[src/rtl/chain_counter_pkg.sv]
package chain_counter_pkg;
  typedef enum logic [1:0] {
    SEL_CLEAR = 2'd0,
    SEL_LOAD  = 2'd1,
    SEL_STEP  = 2'd2,
    SEL_HOLD  = 2'd3
  } next_sel_e;
endpackage

[src/rtl/chain_wrap_detect.sv]
module chain_wrap_detect #(
  parameter int WIDTH       = 4,
  parameter bit HAS_OFFSETS = 1'b1
) (
  input  logic [WIDTH-1:0] count,
  input  logic [WIDTH-1:0] end_val,
  input  logic             end_mode,
  output logic             at_wrap
);
  localparam logic [WIDTH-1:0] ALL_ONES = {WIDTH{1'b1}};

  generate
    if (HAS_OFFSETS) begin : g_cmp
      always_comb begin
        if (end_mode) at_wrap = (count == end_val);
        else          at_wrap = &count;
      end
    end else begin : g_fixed
      logic unused_cfg;
      assign unused_cfg = end_mode ^ (^end_val);
      assign at_wrap = (count == ALL_ONES);
    end
  endgenerate
endmodule

[src/rtl/chain_next_select.sv]
module chain_next_select
  import chain_counter_pkg::*;
(
  input  logic      rst,
  input  logic      clr,
  input  logic      load,
  input  logic      en_p,
  input  logic      en_t,
  output next_sel_e sel
);
  always_comb begin
    if (rst || clr)        sel = SEL_CLEAR;
    else if (load)         sel = SEL_LOAD;
    else if (en_p && en_t) sel = SEL_STEP;
    else                   sel = SEL_HOLD;
  end
endmodule

[src/rtl/chain_next_value.sv]
module chain_next_value
  import chain_counter_pkg::*;
#(
  parameter int WIDTH       = 4,
  parameter bit HAS_OFFSETS = 1'b1
) (
  input  next_sel_e        sel,
  input  logic [WIDTH-1:0] count,
  input  logic [WIDTH-1:0] load_val,
  input  logic             at_wrap,
  input  logic             restart_mode,
  input  logic [WIDTH-1:0] start_val,
  output logic [WIDTH-1:0] nxt
);
  localparam logic [WIDTH-1:0] ONE = WIDTH'(1);

  logic [WIDTH-1:0] wrap_target;

  generate
    if (HAS_OFFSETS) begin : g_restart
      assign wrap_target = restart_mode ? start_val : '0;
    end else begin : g_zero
      logic unused_cfg;
      assign unused_cfg = restart_mode ^ (^start_val);
      assign wrap_target = '0;
    end
  endgenerate

  always_comb begin
    unique case (sel)
      SEL_CLEAR: nxt = '0;
      SEL_LOAD:  nxt = load_val;
      SEL_STEP:  nxt = at_wrap ? wrap_target : count + ONE;
      default:   nxt = count;
    endcase
  end
endmodule

[src/rtl/chain_counter.sv]
module chain_counter
  import chain_counter_pkg::*;
#(
  parameter int WIDTH       = 4,
  parameter bit HAS_OFFSETS = 1'b1
) (
  input  logic             clk,
  input  logic             rst,
  input  logic             clr,
  input  logic             load,
  input  logic [WIDTH-1:0] load_val,
  input  logic             en_p,
  input  logic             en_t,
  input  logic             restart_mode,
  input  logic             end_mode,
  input  logic [WIDTH-1:0] start_val,
  input  logic [WIDTH-1:0] end_val,
  output logic [WIDTH-1:0] count,
  output logic             carry_out
);
  localparam logic [WIDTH-1:0] ONE = WIDTH'(1);

  next_sel_e        sel;
  logic             at_wrap;
  logic [WIDTH-1:0] nxt;

  chain_wrap_detect #(.WIDTH(WIDTH), .HAS_OFFSETS(HAS_OFFSETS)) u_wrap (
    .count    (count),
    .end_val  (end_val),
    .end_mode (end_mode),
    .at_wrap  (at_wrap)
  );

  chain_next_select u_sel (
    .rst  (rst),
    .clr  (clr),
    .load (load),
    .en_p (en_p),
    .en_t (en_t),
    .sel  (sel)
  );

  chain_next_value #(.WIDTH(WIDTH), .HAS_OFFSETS(HAS_OFFSETS)) u_next (
    .sel          (sel),
    .count        (count),
    .load_val     (load_val),
    .at_wrap      (at_wrap),
    .restart_mode (restart_mode),
    .start_val    (start_val),
    .nxt          (nxt)
  );

  always_ff @(posedge clk) begin
    count <= nxt;
  end

  assign carry_out = en_t & at_wrap;

  // clear forces zero on the following edge
  p_clear_zero_r1: assert property (@(posedge clk) disable iff (rst)
    clr |=> (count == '0));

  // load takes priority over counting
  p_load_value_r2: assert property (@(posedge clk) disable iff (rst)
    (!clr && load) |=> (count == $past(load_val)));

  // a low enable freezes the count
  p_hold_r3: assert property (@(posedge clk) disable iff (rst)
    (!clr && !load && !(en_p && en_t)) |=> $stable(count));

  // away from the wrap point an enabled edge adds one
  p_step_r4: assert property (@(posedge clk) disable iff (rst)
    (!clr && !load && en_p && en_t && !carry_out) |=> (count == $past(count) + ONE));

  // carry never rises without en_t
  p_carry_gate_r6: assert property (@(posedge clk) disable iff (rst)
    carry_out |-> en_t);

  // plain wrap from all ones reaches zero
  p_plain_wrap_r5: assert property (@(posedge clk) disable iff (rst)
    (!clr && !load && en_p && carry_out && !restart_mode) |=> (count == '0));
endmodule

[config.mk]
export PLATFORM = sky130hd
export DESIGN_NAME = chain_counter
export DESIGN_NICKNAME = d
export VERILOG_FILES = /design/src/rtl/chain_counter_pkg.sv /design/src/rtl/chain_wrap_detect.sv /design/src/rtl/chain_next_select.sv /design/src/rtl/chain_next_value.sv /design/src/rtl/chain_counter.sv
export SDC_FILE = /design/constraint.sdc
export NUM_CORES = 1
export LEC_CHECK = 0
export ABC_CLOCK_PERIOD_IN_PS = 2400
export BUFFER_PORTS_ARGS = -buffer_cell sky130_fd_sc_hd__buf_2
export CAP_MARGIN = 30
export CORE_UTILIZATION = 25
export DETAILED_ROUTE_END_ITERATION = 7
export SYNTH_ARGS = -nofsm -noshare
export SYNTH_HDL_FRONTEND = slang
export SYNTH_HIERARCHICAL = 1
export SYNTH_SLANG_ARGS = --single-unit
[constraint.sdc]
create_clock -name clk -period 2.4 [get_ports clk]
set_clock_uncertainty 0.1 [all_clocks]
set_input_delay 0.36 -clock clk [delete_from_list [all_inputs] [get_ports clk]]
set_output_delay 0.36 -clock clk [all_outputs]
set_load 0.03 [all_outputs]
# Word level (Yosys, flattened, before mapping)
# Index checks and enable logic that the tools add are counted.
# W data, S select, Z words.
[totals] regBits=4 inputBits=20 wordCells=18
[classes] n_addsub=1 eq_ne=3 n_mux=7 bitwise=1 n_reduce_logical=5
[op_table] op="$pmux W4 S3" n=1
[op_table] op="$mux W4" n=2
[op_table] op="$add A4 B1 Y4 const B" n=1
[op_table] op="$eq A4 B4 Y1" n=1
[op_table] op="$mux W2" n=2
[op_table] op="$reduce_and A4 Y1" n=1
[op_table] op="$reduce_bool A3 Y1" n=1
[op_table] op="$eq A2 B1 Y1 const B" n=1
[op_table] op="$eq A2 B2 Y1 const B" n=1
[op_table] op="$logic_not A2 Y1" n=1
[op_table] op="$mux W1" n=2
[op_table] op="$and A1 B1 Y1" n=1
[op_table] op="$logic_and A1 B1 Y1" n=1
[op_table] op="$logic_or A1 B1 Y1" n=1

# Depth between registers and ports, before layout
[logic_depth] word_depth=6 depth_mapped=7

# Cells and area by module
# Netlist, hierarchy kept.
[by_module_without_submodules] mod="chain_next_value" n_inst=1 cells_per_inst=28 area_per_inst_um2=211.5 seq_area_each_um2=0.0
[by_module_without_submodules] mod="chain_counter" n_inst=1 cells_per_inst=5 area_per_inst_um2=86.3 seq_area_each_um2=80.1
[by_module_without_submodules] mod="chain_wrap_detect" n_inst=1 cells_per_inst=11 area_per_inst_um2=77.6 seq_area_each_um2=0.0
[by_module_without_submodules] mod="chain_next_select" n_inst=1 cells_per_inst=3 area_per_inst_um2=23.8 seq_area_each_um2=0.0

# Least setup slack after synthesis
# No wires, ideal clock.
[synth_timing] path_type="reg-to-output" from="register count[3]" to="output carry_out" arrival_ps=1516 required_ps=1940 slack_ps=424 path_stages_with_launch=5 n_path_buf=0 cell_sequence="dfxtp_1 > inv_1 > a2111o_1 > o21ai_2 > and2_1"
[synth_between] elab_chain_len=3 elab_cells_between_ends=4 cone_classes="eq/ne: 1; mux: 1; bitwise: 1; reduce/logical: 1"
[synth_rtl] element="from (decl)" line_no="chain_counter.sv:18" rtl="output logic [WIDTH-1:0] count,"
[synth_rtl] element="from (signal assigned)" line_no="chain_counter.sv:54" rtl="count <= nxt;"
[synth_rtl] element="$eq A4 B4 Y1 or $reduce_and A4 Y1 (tied branches)" line_no="chain_wrap_detect.sv:15, chain_wrap_detect.sv:16"
[synth_rtl] element="$mux W1 (*)" line_no="chain_wrap_detect.sv:15" rtl="if (end_mode) at_wrap = (count == end_val);"
[synth_rtl] element="net at_wrap" line_no="chain_counter.sv:24" rtl="logic at_wrap;"
[synth_rtl] element="$and A1 B1 Y1 (*)" line_no="chain_counter.sv:57" rtl="assign carry_out = en_t & at_wrap;"
[synth_rtl] element="to (decl)" line_no="chain_counter.sv:19" rtl="output logic carry_out"
# Mark *: on every way through the listed nets, which the timed path passes. The rest lies on a longest branch.

# Final worst setup path
[layout_timing] from="register count[2]" to="output carry_out"
# The elaborated chain is that of the path after synthesis.

==> metrics.txt <==
# TYPE chip_impl_metric gauge
chip_impl_metric{name="timing.final.crit_share",unit="%"} 92.8
chip_impl_info{name="setup.worst_path.start",value="count[2]"} 1
chip_impl_metric{name="synth-seq-area-share",unit="%"} 20.1
chip_impl_metric{name="cts_resized",unit=""} 0
chip_impl_metric{name="via_per_inst",unit=""} 5.22
chip_impl_metric{name="numCtsBuffers",unit=""} 3
chip_impl_metric{name="drtAntennaViolNets",unit=""} 0
chip_impl_metric{name="first_global_vias",unit=""} 447
chip_impl_metric{name="path_max_fanout",unit=""} 8
chip_impl_metric{name="clkLatencyLatePin",unit="ps"} 250
chip_impl_info{name="critical_path.cell_chain",value="xor2_1 > a2111o_1 > o21ai_2 > and2_1 > buf_2"} 1
chip_impl_metric{name="gr-total-overflow",unit=""} 0
chip_impl_metric{name="power.static_leakage",unit="nW"} 0.257
chip_impl_metric{name="final-hold-violation-count",unit=""} 0
chip_impl_metric{name="relative_slew_slack",unit="%"} 66.8
chip_impl_metric{name="finalCoreUtilization",unit="%"} 37.2
chip_impl_metric{name="clock_pin_slew_worst_setup_and_hold_paths",unit="ps"} 50
chip_impl_info{name="clk_root_buffer_cell",value="clkbuf_4"} 1
chip_impl_info{name="outcome",value="finished, final reports clean"} 1
chip_impl_metric{name="setup-tns-final",unit="ps"} 0
chip_impl_metric{name="wl_per_cell",unit="µm"} 12.5
chip_impl_info{name="reg2reg_from",value="count[2]"} 1
chip_impl_info{name="cts_tree",value="done"} 1
chip_impl_metric{name="first_pass_grt_wire_length",unit="µm"} 1790
chip_impl_metric{name="reg2reg_slack",unit="ps"} 410
chip_impl_metric{name="dpl_cell_area",unit="µm²"} 538
chip_impl_metric{name="syn-mean-instance-area",unit="µm²"} 8.49
chip_impl_metric{name="timing.reg2reg.worst_path_depth",unit=""} 7
chip_impl_metric{name="number_of_top_level_pins",unit=""} 25
chip_impl_metric{name="power_density",unit="nW/µm²"} 424
chip_impl_metric{name="grt_util_all_layers",unit="%"} 13.5
chip_impl_metric{name="cts_max_path_buffers",unit=""} 2
chip_impl_metric{name="tightest_slew",unit="ps"} 497
chip_impl_metric{name="die_area",unit="µm²"} 1760
chip_impl_metric{name="synth_async_sr_flop_share",unit="%"} 0
chip_impl_metric{name="place_congestion",unit=""} 0.737
chip_impl_metric{name="post-cts-setup-buffers",unit=""} 0
chip_impl_metric{name="height_of_the_die",unit="µm"} 42.0
chip_impl_metric{name="mappedNetlistArea",unit="µm²"} 399
chip_impl_info{name="timing.setup.critical_path_class",value="reg2out"} 1
chip_impl_metric{name="max_clock_freq",unit="GHz"} 0.449
chip_impl_metric{name="final-max-slew-violation-count",unit=""} 0
chip_impl_metric{name="dr_total_vias",unit=""} 470
chip_impl_metric{name="worst_path_largest_cell_delay",unit="ps"} 480
chip_impl_info{name="synth_ff_type",value="dfxtp_1"} 1
chip_impl_metric{name="placement.io_buffers",unit=""} 24
chip_impl_metric{name="floorplan.initialDensity",unit="%"} 26.5
chip_impl_info{name="critPathCapture",value="carry_out"} 1
chip_impl_metric{name="setup_slack",unit="ps"} 172
chip_impl_info{name="largest_register",value="count"} 1
chip_impl_metric{name="yosys_warnings",unit=""} 6
chip_impl_info{name="worst_hold_path_type",value="in2reg"} 1
chip_impl_metric{name="remaining_drc_errors",unit=""} 0
chip_impl_metric{name="synth_fp_nets",unit=""} 68
chip_impl_metric{name="worst-endpoint-arrival",unit="ps"} 1770
chip_impl_metric{name="detailedPlacementHpwl",unit="µm"} 872
chip_impl_metric{name="largest_net_degree_at_the_start_of_global_routing",unit=""} 10
chip_impl_metric{name="floorplan.rows",unit=""} 14
chip_impl_metric{name="clock-sinks",unit=""} 4
chip_impl_metric{name="worst_ep_required_time",unit="ps"} 1940
chip_impl_metric{name="layout-drive-gt1-share",unit="%"} 44.6
chip_impl_metric{name="vdd.ir_drop.worst",unit="V"} 0.000143
chip_impl_metric{name="cap_viol_max_count",unit=""} 0
chip_impl_metric{name="power.total",unit="mW"} 0.238
chip_impl_metric{name="syn2layout_area_growth",unit="%"} 40.4
chip_impl_info{name="critical_path.top_delay_family",value="compound AO/OA/AOI/OAI gates"} 1
chip_impl_info{name="largest_registers",value="count: 4 flops"} 1
chip_impl_metric{name="timing.critical_path.depth",unit=""} 5
chip_impl_metric{name="yosysUniqueCellTypes",unit=""} 30
chip_impl_metric{name="grt_antenna_before_repair",unit=""} 0
chip_impl_metric{name="first_pass_drt_iterations",unit=""} 6
chip_impl_info{name="rr_endpoint",value="count[2]"} 1
chip_impl_metric{name="worstPathBufferInverterCount",unit=""} 1
chip_impl_metric{name="setup_viol",unit=""} 0
chip_impl_metric{name="postSynthRegisterBits",unit=""} 4
chip_impl_metric{name="synth_enable_flop_cells",unit=""} 0
chip_impl_metric{name="core_region_area",unit="µm²"} 1510
chip_impl_metric{name="drt_first_iter_violations",unit=""} 18
chip_impl_metric{name="final_area",unit="µm²"} 561
chip_impl_metric{name="antenna_cells",unit=""} 0
chip_impl_info{name="setup_repair_after_global_routing_missed_its_margin",value="no"} 1
chip_impl_info{name="critical_path.startpoint_type",value="flop"} 1
chip_impl_info{name="critical-path-slowest-cell",value="dfxtp_1"} 1
chip_impl_metric{name="preCtsSetupSlack",unit="ps"} 404
chip_impl_metric{name="total_wirelength",unit="µm"} 1130
chip_impl_info{name="critical_path.endpoint_type",value="output port"} 1
chip_impl_metric{name="number_of_flip_flops_under_the_largest_register_name",unit=""} 4
chip_impl_metric{name="hold_buffers",unit=""} 0
chip_impl_metric{name="chipWidth",unit="µm"} 42.0
chip_impl_metric{name="synth_cells",unit=""} 47
chip_impl_metric{name="nNetsFinal",unit=""} 97
chip_impl_metric{name="final_period_minus_worst_setup_slack",unit="ps"} 2230
chip_impl_metric{name="ctsHtreeMaxLevel",unit=""} 1
cell usage after synthesis, types with 2 or more instances:
cell type | n | area [µm²]
dfxtp_1 | 4 | 80.1
mux2i_1 | 4 | 40.0
nor2b_1 | 4 | 25.0
inv_1 | 3 | 11.3
nand3_1 | 3 | 15.0
nand2_1 | 2 | 7.51
nand2b_1 | 2 | 12.5
nor3_1 | 2 | 10.0
o21ai_0 | 2 | 10.0
where the power goes:
group | total [mW] | switching (mW) | internal, mW
Clock | 0.0922 | 0.0357 | 0.0565
Sequential | 0.0789 | 0.00794 | 0.0710
Combinational | 0.0665 | 0.0346 | 0.0319
cells by family (layout without fill, tap and decap cells):
group,Yosys count,after routing,share of synthesized area (%)
buffers and inverters,5,32,6.89
multiplexers,4,4,10.0
AND/OR/NAND/NOR,19,19,30.7
flip-flops,4,4,20.1
adder cells (fa/ha/maj),1,1,3.13
AO/OA/AOI/OAI,13,13,27.0
XOR/XNOR,1,1,2.19
cells in the final DEF (no fill, tap or decap):
cell	n
buf_2	24
dfxtp_1	4
nor2b_1	4
mux2i_1	4
clkbuf_4	3
inv_1	3
nand3_1	3
o21ai_0	2
nand2_1	2
nor3_1	2
buf_4	2
nand2b_1	2
and2_1	1
a311oi_1	1
o22ai_1	1
o2bb2ai_1	1
nor4b_2	1
nor4bb_1	1
nand4_1	1
o211ai_1	1
o21ai_1	1
nor2b_2	1
a22o_1	1
o32ai_1	1
ha_1	1
a311oi_2	1
o2111ai_1	1
xor2_1	1
a2111o_1	1
or3_1	1
o21ai_2	1
through the flow:
step	hold slack (ps)	std cells
after floorplan	418	47
after global placement	511	87
after detailed placement	525	87
after CTS	298	90
after global routing	333	90
final	293	90
how the worst min path moves through the flow:
stage | start | end | cells past startpoint
after floorplan | load_val[1] | count[1] | 2
after global placement | count[3] | count[3] | 2
after detailed placement | count[3] | count[3] | 2
final | start_val[3] | count[3] | 3
after global routing | load_val[0] | count[0] | 3
after CTS | start_val[3] | count[3] | 3
worst reg2reg max path, stage by stage (launching register included):
cell      delay (ps)
dfxtp_1          480
xor2_1           120
a2111o_1         370
o21ai_2          210
buf_4            190
nor2b_2           50
a22o_1           170
o32ai_1          210
cell type report:
cell class,count,area [µm²]
fillers,164,946
multi-input cells,38,292
repair buffers,26,135
flip-flops and latches,4,80.1
clock buffers,3,22.5
well taps,16,20.0
inverters,3,11.3
per-layer routing:
layer / GRT usage, % / wire length [µm] / part of all wire (%) / vias to the layer above
met3: 1.74 / 71 / 6.3 / 3
met1: 14.9 / 491 / 43 / 209
met4: 9.68 / 22 / 1.9 / 0
li1: - / - / - / 237
met2: 23.4 / 543 / 48 / 21
met5: 0 / 0 / 0 / -
No activity file was read; power rests on OpenSTA's default activity.
